**config.mk**
```make
export PLATFORM = sky130hd
export DESIGN_NAME = desync_stage_clksel
export DESIGN_NICKNAME = d
export VERILOG_FILES = /design/src/rtl/desync_pkg.sv /design/src/rtl/ds_match_delay.sv /design/src/rtl/ds_strobe_stretch.sv /design/src/rtl/ds_start_token.sv /design/src/rtl/desync_stage_clksel.sv
export SDC_FILE = /design/constraint.sdc
export NUM_CORES = 1
export LEC_CHECK = 0
export BUFFER_PORTS_ARGS = -buffer_cell sky130_fd_sc_hd__buf_4
export CAP_MARGIN = 0
export CORE_MARGIN = 10
export CORE_UTILIZATION = 45
export CTS_CLUSTER_DIAMETER = 50
export DETAILED_ROUTE_END_ITERATION = 8
export GPL_TIMING_DRIVEN = 0
export HOLD_SLACK_MARGIN = 0.12
export PLACE_DENSITY = 0.7
export SYNTH_ARGS = -nofsm -noshare
export SYNTH_HDL_FRONTEND = slang
export SYNTH_HIERARCHICAL = 1
export SYNTH_SLANG_ARGS = --single-unit
```
**constraint.sdc**
```tcl
create_clock -name clk -period 3.65 [get_ports clk]
set_input_delay 0.5475 -clock clk [delete_from_list [all_inputs] [get_ports clk]]
set_output_delay 0.5475 -clock clk [all_outputs]
set_load 0.02 [all_outputs]
```
**src/rtl/desync_pkg.sv**
```systemverilog
package desync_pkg;

    // matched-delay sequencing
    typedef enum logic [1:0] {
        DL_IDLE  = 2'd0,
        DL_COUNT = 2'd1,
        DL_HOLD  = 2'd2
    } dly_state_e;

    // strobe source shown on the observation output
    typedef enum logic {
        SRC_CLK = 1'b0,
        SRC_HS  = 1'b1
    } strobe_src_e;

    // outputs of the matched-delay element
    typedef struct packed {
        logic req;   // delayed request level
        logic fire;  // one-cycle pulse in the cycle the request is forwarded
    } dly_out_t;

    // width of the minimum-width down-counter
    function automatic int width_cnt_bits(input int min_w);
        return (min_w > 1) ? $clog2(min_w) : 1;
    endfunction

endpackage

```
**src/rtl/ds_match_delay.sv**
```systemverilog
module ds_match_delay
    import desync_pkg::*;
#(
    parameter int DLY_W = 4
) (
    input  logic             clk,
    input  logic             rst,
    input  logic             en,
    input  logic             req_in,
    input  logic [DLY_W-1:0] dly_sel,
    output dly_out_t         out,
    output logic [DLY_W-1:0] code_q
);

    dly_state_e       state;
    logic [DLY_W-1:0] cnt;

    always_ff @(posedge clk) begin
        if (rst) begin
            state    <= DL_IDLE;
            cnt      <= '0;
            out      <= '0;
            code_q   <= '0;
        end else if (!en) begin
            state    <= DL_IDLE;
            cnt      <= '0;
            out      <= '0;
        end else begin
            out.fire <= 1'b0;
            unique case (state)
                DL_IDLE: begin
                    if (req_in) begin
                        state  <= DL_COUNT;
                        cnt    <= dly_sel;
                        code_q <= dly_sel;
                    end
                end
                DL_COUNT: begin
                    if (cnt == '0) begin
                        state    <= DL_HOLD;
                        out.req  <= 1'b1;
                        out.fire <= 1'b1;
                    end else begin
                        cnt <= cnt - 1'b1;
                    end
                end
                DL_HOLD: begin
                    if (!req_in) begin
                        state   <= DL_IDLE;
                        out.req <= 1'b0;
                    end
                end
                default: state <= DL_IDLE;
            endcase
        end
    end

    // a forwarded request is always preceded by an upstream request
    a_r3_no_spurious_req: assert property (@(posedge clk) disable iff (rst)
        $rose(out.req) |-> $past(state) == DL_COUNT);

    // a withdrawn upstream request removes the delayed request next cycle
    a_r4_release: assert property (@(posedge clk) disable iff (rst)
        (out.req && !req_in) |=> !out.req);

endmodule

```
**src/rtl/ds_strobe_stretch.sv**
```systemverilog
module ds_strobe_stretch
    import desync_pkg::*;
#(
    parameter int MIN_W = 4
) (
    input  logic clk,
    input  logic rst,
    input  logic en,
    input  logic trig,
    input  logic ack_in,
    output logic stb
);

    localparam int WC_W = width_cnt_bits(MIN_W);

    logic [WC_W-1:0] wcnt;

    always_ff @(posedge clk) begin
        if (rst || !en) begin
            stb  <= 1'b0;
            wcnt <= '0;
        end else if (stb) begin
            if (wcnt != '0) begin
                wcnt <= wcnt - 1'b1;
            end else if (ack_in) begin
                stb <= 1'b0;
            end
        end else if (trig) begin
            stb  <= 1'b1;
            wcnt <= WC_W'(MIN_W - 1);
        end
    end

    // observation counter for the width property
    logic [7:0] hi_cnt;
    always_ff @(posedge clk) begin
        if (rst || !stb) hi_cnt <= '0;
        else if (hi_cnt != 8'hFF) hi_cnt <= hi_cnt + 1'b1;
    end

    // every pulse ended by normal operation lasted at least MIN_W cycles
    a_r5_min_width: assert property (@(posedge clk) disable iff (rst)
        ($fell(stb) && !$past(rst) && $past(en)) |-> (hi_cnt >= 8'(MIN_W)));

    // without acknowledge the strobe is never released
    a_r6_hold_for_ack: assert property (@(posedge clk) disable iff (rst)
        (stb && !ack_in && en) |=> stb);

endmodule

```
**src/rtl/ds_start_token.sv**
```systemverilog
module ds_start_token (
    input  logic clk,
    input  logic rst,
    input  logic en,
    output logic tok
);

    logic done;

    always_comb tok = en && !done;

    always_ff @(posedge clk) begin
        if (rst)      done <= 1'b0;
        else if (tok) done <= 1'b1;
    end

    // the token is a single-cycle event
    a_r7_single_cycle: assert property (@(posedge clk) disable iff (rst)
        tok |=> !tok);

    // once spent, the token only comes back through reset
    a_r7_no_rearm: assert property (@(posedge clk) disable iff (rst)
        $fell(done) |-> $past(rst));

endmodule

```
**src/rtl/desync_stage_clksel.sv**
```systemverilog
module desync_stage_clksel
    import desync_pkg::*;
#(
    parameter int DLY_W        = 4,
    parameter int MIN_W        = 4,
    parameter bit ENABLE_TOKEN = 1'b1
) (
    input  logic             clk,
    input  logic             rst,
    input  logic             mode_async,
    input  logic [DLY_W-1:0] dly_sel,
    input  logic             req_in,
    input  logic             ack_in,
    output logic             strobe,
    output logic             req_dly,
    output logic             obs_src,
    output logic [DLY_W-1:0] obs_dly
);

    dly_out_t    dly_o;
    logic        tok;
    logic        hs_stb;
    strobe_src_e src;

    ds_match_delay #(.DLY_W(DLY_W)) u_delay (
        .clk     (clk),
        .rst     (rst),
        .en      (mode_async),
        .req_in  (req_in),
        .dly_sel (dly_sel),
        .out     (dly_o),
        .code_q  (obs_dly)
    );

    generate
        if (ENABLE_TOKEN) begin : g_token
            ds_start_token u_token (
                .clk (clk),
                .rst (rst),
                .en  (mode_async),
                .tok (tok)
            );
        end else begin : g_no_token
            assign tok = 1'b0;
        end
    endgenerate

    ds_strobe_stretch #(.MIN_W(MIN_W)) u_stretch (
        .clk    (clk),
        .rst    (rst),
        .en     (mode_async),
        .trig   (dly_o.fire | tok),
        .ack_in (ack_in),
        .stb    (hs_stb)
    );

    always_comb begin
        src     = mode_async ? SRC_HS : SRC_CLK;
        strobe  = (src == SRC_HS) ? hs_stb : clk;
        req_dly = dly_o.req;
        obs_src = src;
    end

    // in clocked mode no delayed request is ever presented
    a_r1_quiet_sync: assert property (@(posedge clk) disable iff (rst)
        !mode_async |=> (!req_dly || mode_async));

endmodule

```
==> out/summary.json, run 1 <==
{
  "outcome": "finished, final reports clean",
  "drt-initial-drc-count": 22,
  "synth_top_family_by_area": "simple AND/OR/NAND/NOR gates",
  "clock_skews_ns": 0.00227,
  "layout.core_utilization": 0.611,
  "timing.critical_path.slowest_cell_delay_ns": 0.25,
  "synth_adder_area_share": 0.0333,
  "antenna_found_initial": 0,
  "setup_viol": 0,
  "path_common_cell": "sky130_fd_sc_hd__clkbuf_4",
  "die_x_um": 60.8,
  "cts_hold_buffers": 0,
  "die_h_um": 60.8,
  "drtAntennaViolNets": 0,
  "grt_start_max_net_pins": 10,
  "via_count_of_the_first_global_routing_pass": 673,
  "yosys.cell_count.top_type": "sky130_fd_sc_hd__dfxtp_1",
  "clk_pin_slew_worst_paths_ns": 0.09,
  "worstMarginPinSlew_ns": 0.431,
  "grt_remaining_overflow": 0,
  "cp_data_required_time_ns": 3.10,
  "timing.final.hold_violations": 0,
  "max-cap-violations": 0,
  "place_hpwl_um": 1210,
  "timing.final.max_slew_violations": 0,
  "ys_seq_area_frac": 0.427,
  "global_route_wire_length_before_repair_um": 2820,
  "synth_top_area_share": 0.427,
  "post_synth_inst_count": 82,
  "buffers_added_on_ports": 15,
  "power.ir.vdd_worst_mv": 0.204,
  "hp-class": "in2reg",
  "async_reset_ff_frac": 0,
  "grtUsageTotal": 0.109,
  "drtPass1Iterations": 5,
  "number_of_synthesized_flops_with_an_enable_pin": 0,
  "final_layout_size_suffix_gt1_frac": 0.298,
  "critPathSlowestCell": "sky130_fd_sc_hd__mux2_4",
  "simple_gate_fraction_of_synth_area": 0.282,
  "yosysTopAreaCell": "sky130_fd_sc_hd__dfxtp_1",
  "fp.dieArea_um2": 3700,
  "worstPathArrival_ns": 2.47,
  "grt_setup_unrepaired": "false",
  "coreArea_um2": 1540,
  "placementRows": 14,
  "synth.ff_latch_count": 16,
  "worst_setup_path_endpoint": "strobe",
  "tritoncts": "done",
  "path_cells": "clkbuf_4, clkbuf_4, mux2_4, buf_4",
  "syn_area_um2": 751,
  "synthMuxAreaShare": 0.0733,
  "synth.yosys.warnings": 6,
  "postRouteWirelength_um": 1620,
  "post_cts_resize_count": 0,
  "routed_wire_length_per_instance_um": 13.5,
  "antenna_diode_count": 0,
  "static-leakage-power_nw": 0.389,
  "final_nets": 116,
  "yosys.cell_types.count": 31,
  "crit_path_end_kind": "output port",
  "largest_cells_by_area_after_synthesis": "sky130_fd_sc_hd__dfxtp_1 (43%), sky130_fd_sc_hd__mux2i_1 (5.3%), sky130_fd_sc_hd__nor2_1 (5.0%), sky130_fd_sc_hd__nand2b_1 (4.2%), sky130_fd_sc_hd__a21oi_1 (3.3%)",
  "powerDensity_nw_per_um2": 463,
  "finalSetupTns_ns": 0,
  "avgSynthCellArea_um2": 9.16,
  "worst_r2r_path_depth": 6,
  "synth_compound_gate_area_share": 0.150,
  "timing.critical_path.from_type": "clock port",
  "worst_r2r_endpoint": "u_delay/cnt[3]",
  "vias_per_cell": 5.35,
  "cts_post_setup_buffers_inserted": 0,
  "place.gp.congestion": 0.739,
  "most_numerous_cell_types_in_the_synthesized_netlist": "sky130_fd_sc_hd__dfxtp_1 (16), sky130_fd_sc_hd__nor2_1 (10), sky130_fd_sc_hd__a21oi_1 (5), sky130_fd_sc_hd__nand2b_1 (5)",
  "regToRegSetupSlack_ns": 1.98,
  "initial_utilization": 0.487,
  "areaGrowthSynthToFinish_pct": 25.5,
  "total_nets_after_synthesis": 93,
  "cp_max_fo": 2,
  "critPathLaunch": "clk",
  "xor_xnor_share_of_the_synthesized_area": 0,
  "design.portCount": 16,
  "routed-via-count": 642,
  "worstSetupPathType": "clk2out",
  "slew-limit-headroom": 0.711,
  "ys_dominant_reg_cell": "sky130_fd_sc_hd__dfxtp_1",
  "route.detailed.drc": 0,
  "clock_latency_ns": 0.39,
  "crit-reg2reg-launch": "u_delay/cnt[0]"
}
[routing by layer]
layer,track usage,vias to the layer above,part of all wire
li1,-,329,-
met1,0.115,283,0.46
met2,0.132,27,0.41
met3,0.0877,3,0.10
met4,0.100,0,0.020
met5,0,-,0
[critical path, delay by kind of cell]
family | cells | cell delay [ns]
buffers and inverters | 3 | 0.39
multiplexers | 1 | 0.25
[layout make-up]
type	count	area [um^2]
timing repair buffer	14	105
clock buffer	8	66.3
inverter	4	15.0
multi-input combinational	60	404
fill	144	599
buffer	2	11.3
sequential	16	320
tap	16	20.0
[sequential cells by signal, indices dropped and copies added, names as in the netlist]
name / flops
g_token.u_token/done: 1
u_delay/out: 2
u_delay/state: 2
u_delay/code_q: 4
u_stretch/wcnt: 2
u_stretch/stb: 1
u_delay/cnt: 4
[cell families after synthesis]
logic type               Yosys count
AO/OA/AOI/OAI                     17
adder cells (fa/ha/maj)            2
buffers and inverters              6
flip-flops                        16
multiplexers                       5
AND/OR/NAND/NOR                   36
[placed cells by master, fill, tap and decap left out, types with 2 or more instances in the layout]
cell type	count
sky130_fd_sc_hd__a21oi_1	5
sky130_fd_sc_hd__and2_1	3
sky130_fd_sc_hd__buf_4	16
sky130_fd_sc_hd__clkbuf_4	6
sky130_fd_sc_hd__dfxtp_1	16
sky130_fd_sc_hd__ha_1	2
sky130_fd_sc_hd__inv_1	4
sky130_fd_sc_hd__mux2i_1	4
sky130_fd_sc_hd__nand2_1	4
sky130_fd_sc_hd__nand2b_1	5
sky130_fd_sc_hd__nand3_1	2
sky130_fd_sc_hd__nor2_1	10
sky130_fd_sc_hd__nor2b_1	2
sky130_fd_sc_hd__nor3_2	2
sky130_fd_sc_hd__nor3b_1	2
sky130_fd_sc_hd__o21ai_1	4
[where the power goes]
group	total (mW)	internal, mW	switching, mW
Combinational	0.0600	0.0292	0.0308
Clock	0.188	0.113	0.0751
Sequential	0.189	0.183	0.00580
[worst min path at each step]
stage / from / to / slack (ns) / depth (start not counted)
after floorplan: u_delay/cnt[1] / u_delay/cnt[1] / 0.45 / 2
after global placement: g_token.u_token/done / g_token.u_token/done / 0.46 / 1
after detailed placement: g_token.u_token/done / g_token.u_token/done / 0.47 / 1
after CTS: ack_in / u_stretch/stb / 0.34 / 2
after global routing: ack_in / u_stretch/stb / 0.33 / 2
final: ack_in / u_stretch/stb / 0.36 / 2
[through the flow]
| step | setup slack [ns] | power, mW | area, um^2 | hold WS, ns | cells |
|---|---|---|---|---|---|
| 2_1_floorplan | 0.986 | 0.249 | 751 | 0.445 | 82 |
| 3_3_place_gp | 0.879 | 0.278 | 883 | 0.458 | 113 |
| 3_5_place_dp | 0.879 | 0.279 | 883 | 0.466 | 113 |
| 4_1_cts | 0.623 | 0.446 | 942 | 0.342 | 120 |
| 5_1_grt | 0.619 | 0.468 | 942 | 0.335 | 120 |
| 6_report | 0.635 | 0.436 | 942 | 0.356 | 120 |
(Power assumes the default switching activity.)
==> inputs of run 2 (changes only) <==
Settings changed: PLACE_DENSITY 0.7 to 0.72.
Clock period 3.65 ns to 2.6 ns, I/O delays scaled along.
==> run 2 against run 1 <==
  * Power is 31% higher
  * Via count rose by 0.31%
  * Hold slack worse by 0.15 ns
  * Largest power group unchanged
==> out/summary.json, run 2 (synthesized netlist as in run 1, its figures left out) <==
{
  "outcome": "finished, final reports clean",
  "max-cap-violations": {"value": 0, "change": "unchanged"},
  "powerDensity": {"value": 616, "unit": "nW/um^2", "change": "+33%"},
  "routed-via-count": {"value": 644, "change": "+0.31%"},
  "areaGrowthSynthToFinish_pct": 23.7,
  "drtPass1Iterations": {"value": 4, "change": "-1"},
  "critPathTopFamily": "buffers and inverters",
  "finalSetupTns": {"value": 0, "unit": "ns", "change": "unchanged"},
  "crit_path_end_kind": "output port",
  "fillerInstances": {"value": 135, "change": "-6.3%"},
  "route.detailed.drc": {"value": 0, "change": "unchanged"},
  "worst_r2r_path_depth": {"value": 6, "change": "unchanged"},
  "worstPathArrival": {"value": 1.94, "unit": "ns", "change": "-0.53 ns"},
  "die_x": {"value": 60.8, "unit": "um", "change": "unchanged"},
  "timing.critical_path.slowest_cell_delay": {"value": 0.25, "unit": "ns", "change": "about the same"},
  "critPathSlowestCell": "sky130_fd_sc_hd__mux2_4",
  "routed_wire_length_per_instance": {"value": 13.1, "unit": "um", "change": "-2.9%"},
  "path_cells": "clkbuf_4, clkbuf_4, mux2_4, buf_4",
  "grtUsageTotal": {"value": 0.0963, "change": "-0.0128"},
  "placementRows": {"value": 14, "change": "unchanged"},
  "clock_latency": {"value": 0.38, "unit": "ns", "change": "about the same"},
  "largest_registers": "u_delay/cnt x4, u_delay/code_q x4",
  "layout.core_utilization": {"value": 0.602, "change": "-0.00893"},
  "die_h": {"value": 60.8, "unit": "um", "change": "unchanged"},
  "buffers_added_on_ports": {"value": 15, "change": "unchanged"},
  "cp_num_cells": {"value": 4, "change": "unchanged"},
  "post_cts_resize_count": {"value": 0, "change": "unchanged"},
  "place.gp.congestion": {"value": 0.741, "change": "+0.32%"},
  "grt_remaining_overflow": {"value": 0, "change": "unchanged"},
  "place_hpwl": {"value": 1190, "unit": "um", "change": "-1.1%"},
  "postRouteWirelength": {"value": 1560, "unit": "um", "change": "-3.7%"},
  "cts_post_setup_buffers_inserted": {"value": 0, "change": "unchanged"},
  "timing.final.hold_violations": {"value": 0, "change": "unchanged"},
  "fp.dieArea": {"value": 3700, "unit": "um^2", "change": "unchanged"},
  "via_count_of_the_first_global_routing_pass": {"value": 633, "change": "-5.9%"},
  "cp_max_fo": {"value": 2, "change": "unchanged"},
  "grt_setup_unrepaired": "false",
  "worstSetupPathType": "clk2out",
  "power.ir.vdd_worst": {"value": 0.345, "unit": "mV", "change": "+69%"},
  "cp_data_required_time": {"value": 2.21, "unit": "ns", "change": "-0.89 ns"},
  "grt_start_max_net_pins": {"value": 9, "change": "-1"},
  "vias_per_cell": {"value": 5.41, "change": "+1.2%"},
  "slew-limit-headroom": {"value": 0.724, "change": "+0.0130"},
  "clock_skews": {"value": 0.00374, "unit": "ns", "change": "+0.00148 ns"},
  "drtAntennaViolNets": {"value": 0, "change": "unchanged"},
  "drt-initial-drc-count": {"value": 27, "change": "+23%"},
  "timing.critical_path.from_type": "clock port",
  "cp.buffers_inverters": {"value": 3, "change": "unchanged"},
  "final_layout_size_suffix_gt1_frac": {"value": 0.291, "change": "-0.00681"},
  "mostFrequentLayoutCells": "sky130_fd_sc_hd__buf_4 (16), sky130_fd_sc_hd__dfxtp_1 (16), sky130_fd_sc_hd__nor2_1 (10)",
  "antenna_found_initial": {"value": 0, "change": "unchanged"},
  "antenna_diode_count": {"value": 0, "change": "unchanged"},
  "global_route_wire_length_before_repair": {"value": 2640, "unit": "um", "change": "-6.6%"},
  "static-leakage-power": {"value": 0.381, "unit": "nW", "change": "-1.9%"},
  "initial_utilization": {"value": 0.487, "change": "unchanged"},
  "coreArea": {"value": 1540, "unit": "um^2", "change": "unchanged"},
  "cts_hold_buffers": {"value": 0, "change": "unchanged"},
  "path_common_cell": "sky130_fd_sc_hd__clkbuf_4",
  "design.portCount": {"value": 16, "change": "unchanged"},
  "setup_viol": {"value": 0, "change": "unchanged"},
  "hp-class": "in2reg",
  "timing.final.max_slew_violations": {"value": 0, "change": "unchanged"},
  "worstMarginPinSlew": {"value": 0.411, "unit": "ns", "change": "-0.0193 ns"},
  "final_nets": {"value": 116, "change": "unchanged"},
  "holdPathStages": {"value": 2, "change": "unchanged"},
  "clk_pin_slew_worst_paths": {"value": 0.08, "unit": "ns", "change": "about the same"},
  "tritoncts": "done"
}
## run 2: cell types whose count changed in the layout (fill, tap and decap cells not counted)
cell | previous run | this run
sky130_fd_sc_hd__clkbuf_8 | 1 | 0
## run 2: metrics by stage
step | power [mW] | instances | setup WS [ns] | hold slack, ns | cell area, um^2
6_report | 0.572 | 119 | 0.268 | 0.209 | 928
5_1_grt | 0.610 | 119 | 0.252 | 0.197 | 928
4_1_cts | 0.584 | 119 | 0.258 | 0.197 | 928
3_5_place_dp | 0.392 | 113 | 0.512 | 0.467 | 883
3_3_place_gp | 0.390 | 113 | 0.512 | 0.460 | 883
2_1_floorplan | 0.349 | 82 | 0.619 | 0.445 | 751
## run 2: path summary, 6_finish.rpt
kind                                     start                end  slack [ns]
worst max-delay path                       clk             strobe        0.27
worst min-delay path                       rst  u_delay/code_q[1]        0.21
worst max register to register  u_delay/cnt[0]     u_delay/cnt[3]        0.99
worst min register to register  u_delay/out[1]     u_delay/out[1]        0.47
## run 2: report_power, final
part	internal [mW]	leakage, nW	total [mW]	switching, mW
Clock	0.126	0.0410	0.224	0.0978
Sequential	0.257	0.131	0.265	0.00825
Combinational	0.0409	0.210	0.0831	0.0422
Total	0.424	0.381	0.572	0.148
## run 2: layout make-up
| type | count | area (um^2) | area share |
|---|---|---|---|
| well taps | 16 | 20.0 | 0.0216 |
| clock buffers | 7 | 52.6 | 0.0566 |
| plain buffers | 2 | 11.3 | 0.0121 |
| flip-flops and latches | 16 | 320 | 0.345 |
| inverters | 4 | 15.0 | 0.0162 |
| multi-input cells | 60 | 404 | 0.435 |
| repair buffers | 14 | 105 | 0.113 |
## run 2: per-layer routing
layer  global-route usage  part of all wire  wire length, um  vias up
met3               0.0689              0.11              173        3
met4               0.0690             0.017               27        0
met5                    0                 0                0        -
met1                0.112              0.46              713      291
li1                     -                 -                -      326
met2                0.118              0.41              642       24
==> inputs of run 3 (changes only) <==
Settings changed: CORE_MARGIN 10 to default, HOLD_SLACK_MARGIN 0.12 to default, TNS_END_PERCENT from default to 1.
==> run 3 against run 2 <==
  * Power increased by 8.3%
  * Cell area increased by 1.5%
  * Register-to-register slack about the same
  * Final cell count increased by 0.84%
  * Sequential power about the same
  * Clock skew decreased by 0.0013 ns
  * Via count increased by 0.47%
  * Global-route usage increased by 11 points
  * Setup slack improved by 0.0083 ns
  * Critical endpoint unchanged
  * Largest cell class unchanged
==> out/summary.json, run 3 (synthesized netlist as in run 1, its figures left out) <==
{
  "timing.critical_path.from_type": "clock port",
  "hold_start": "rst",
  "dpl.cell_count": {"value": 113, "change": "unchanged"},
  "regToRegSetupSlack": {"value": 0.99, "unit": "ns", "change": "about the same"},
  "drtPass1Iterations": {"value": 4, "change": "unchanged"},
  "place_area": {"value": 883, "unit": "um^2", "change": "unchanged"},
  "grt_start_max_net_pins": {"value": 10, "change": "+1"},
  "switchingPower": {"value": 164, "unit": "uW", "change": "+11%"},
  "timing.final.max_slew_violations": {"value": 0, "change": "unchanged"},
  "worstSetupPathType": "clk2out",
  "die_x": {"value": 42.8, "unit": "um", "change": "-30%"},
  "critPathSlowestCell": "sky130_fd_sc_hd__mux2_4",
  "largest_registers": "u_delay/cnt x4, u_delay/code_q x4",
  "post_cts_resize_count": {"value": 0, "change": "unchanged"},
  "coreArea": {"value": 1520, "unit": "um^2", "change": "-1.1%"},
  "areaGrowthSynthToFinish_pct": 25.5,
  "cp_max_fo": {"value": 2, "change": "unchanged"},
  "holdPathStages": {"value": 2, "change": "unchanged"},
  "cp_data_required_time": {"value": 2.21, "unit": "ns", "change": "about the same"},
  "drtAntennaViolNets": {"value": 0, "change": "unchanged"},
  "static-leakage-power": {"value": 0.389, "unit": "nW", "change": "+1.9%"},
  "final_layout_size_suffix_gt1_frac": {"value": 0.298, "change": "+0.00681"},
  "hold-path-endpoint": "u_delay/code_q[3]",
  "die_h": {"value": 42.8, "unit": "um", "change": "-30%"},
  "buffers_added_on_ports": {"value": 15, "change": "unchanged"},
  "clock_skews": {"value": 0.00244, "unit": "ns", "change": "-0.00131 ns"},
  "path_common_cell": "sky130_fd_sc_hd__clkbuf_4",
  "post-route-cell-area": {"value": 942, "unit": "um^2", "change": "+1.5%"},
  "crit_path_end_kind": "output port",
  "hp-class": "in2reg",
  "timing.critical_path.slowest_cell_delay": {"value": 0.26, "unit": "ns", "change": "about the same"},
  "tritoncts": "done",
  "worst_r2r_path_depth": {"value": 6, "change": "unchanged"},
  "cts_post_setup_buffers_inserted": {"value": 0, "change": "unchanged"},
  "seq_power_share": {"value": 0.427, "change": "-0.036"},
  "drt-initial-drc-count": {"value": 21, "change": "-22%"},
  "cts_hold_buffers": {"value": 0, "change": "unchanged"},
  "grt_remaining_overflow": {"value": 0, "change": "unchanged"},
  "initial_utilization": {"value": 0.493, "change": "+0.00560"},
  "fp.dieArea": {"value": 1840, "unit": "um^2", "change": "-50%"},
  "fin_cells": {"value": 120, "change": "+0.84%"},
  "worst_r2r_endpoint": "u_delay/cnt[3]",
  "design_power_total": {"value": 620, "unit": "uW", "change": "+8.3%"},
  "antenna_diode_count": {"value": 0, "change": "unchanged"},
  "clk_pin_slew_worst_paths": {"value": 0.10, "unit": "ns", "change": "+0.02 ns"},
  "antenna_found_initial": {"value": 0, "change": "unchanged"},
  "worstMarginPinSlew": {"value": 0.445, "unit": "ns", "change": "+0.0333 ns"},
  "place_hpwl": {"value": 1070, "unit": "um", "change": "-11%"},
  "clock_power_share": {"value": 0.437, "change": "+0.045"},
  "routed-via-count": {"value": 647, "change": "+0.47%"},
  "vias_per_cell": {"value": 5.39, "change": "-0.37%"},
  "global_route_wire_length_before_repair": {"value": 2550, "unit": "um", "change": "-3.4%"},
  "power_report.internal_total": {"value": 456, "unit": "uW", "change": "+7.5%"},
  "power.share.switching": {"value": 0.265, "change": "+0.00532"},
  "max-cap-violations": {"value": 0, "change": "unchanged"},
  "routed_wire_length_per_instance": {"value": 12.7, "unit": "um", "change": "-2.8%"},
  "route.detailed.drc": {"value": 0, "change": "unchanged"},
  "powerDensity": {"value": 658, "unit": "nW/um^2", "change": "+6.7%"},
  "clock_latency": {"value": 0.40, "unit": "ns", "change": "+0.02 ns"},
  "path_cells": "clkbuf_4, clkbuf_4, mux2_4, buf_4",
  "place.gp.congestion": {"value": 0.781, "change": "+5.3%"},
  "final_nets": {"value": 116, "change": "unchanged"},
  "crit-reg2reg-launch": "u_delay/cnt[0]",
  "grt_setup_unrepaired": "false",
  "via_count_of_the_first_global_routing_pass": {"value": 589, "change": "-7.0%"},
  "power.ir.vdd_worst": {"value": 0.420, "unit": "mV", "change": "+22%"},
  "mostFrequentLayoutCells": "sky130_fd_sc_hd__buf_4 (16), sky130_fd_sc_hd__dfxtp_1 (16), sky130_fd_sc_hd__nor2_1 (10)",
  "finalSetupTns": {"value": 0, "unit": "ns", "change": "unchanged"},
  "setup_viol": {"value": 0, "change": "unchanged"},
  "slew-limit-headroom": {"value": 0.702, "change": "-0.0223"},
  "postRouteWirelength": {"value": 1530, "unit": "um", "change": "-2.0%"},
  "grtUsageTotal": {"value": 0.201, "change": "+0.105"},
  "pwr-share-comb": {"value": 0.136, "change": "-0.009"},
  "design.portCount": {"value": 16, "change": "unchanged"},
  "outcome": "finished, final reports clean",
  "timing.final.hold_violations": {"value": 0, "change": "unchanged"},
  "worstPathArrival": {"value": 1.93, "unit": "ns", "change": "about the same"},
  "placementRows": {"value": 14, "change": "unchanged"}
}
## run 3: stage by stage
stage	setup slack, ns	util	hold slack (ns)
2_1_floorplan	0.619	-	0.445
3_5_place_dp	0.512	0.580	0.463
3_3_place_gp	0.512	0.580	0.459
5_1_grt	0.258	0.618	0.169
4_1_cts	0.270	0.618	0.169
6_report	0.277	0.618	0.182
## run 3: layout make-up
type                       instances  area, um^2
tap                               16        20.0
clock buffer                       8        66.3
timing repair buffer              14         105
sequential                        16         320
multi-input combinational         60         404
fill                             141         582
inverter                           4        15.0
buffer                             2        11.3
## run 3: power groups by stage
stage	clock, mW	combinational (mW)	sequential [mW]
4_1_cts	0.281	0.0842	0.265
3_5_place_dp	0.0378	0.0837	0.270
3_3_place_gp	0.0378	0.0815	0.270
2_1_floorplan	0.0260	0.0506	0.273
5_1_grt	0.292	0.0922	0.267
6_report	0.271	0.0842	0.265
## run 3: layer usage
layer	GRT usage	share of wire	vias up
met3	0.0809	0.060	2
met4	0.206	0.014	0
met1	0.244	0.48	295
met2	0.255	0.45	21
met5	0	0	-
li1	-	-	329
## run 3: worst max-delay path by stage
stage	from	endpoint	cells after the start
finish	clk	strobe	4
global route	clk	strobe	4
CTS	clk	strobe	4
detailed placement	clk	strobe	2
global placement	clk	strobe	2
floorplan	clk	strobe	1
## run 3: critical path, delay by kind of cell
| family | cells | cell delay [ns] |
|---|---|---|
| buf+inv | 3 | 0.37 |
| mux | 1 | 0.26 |
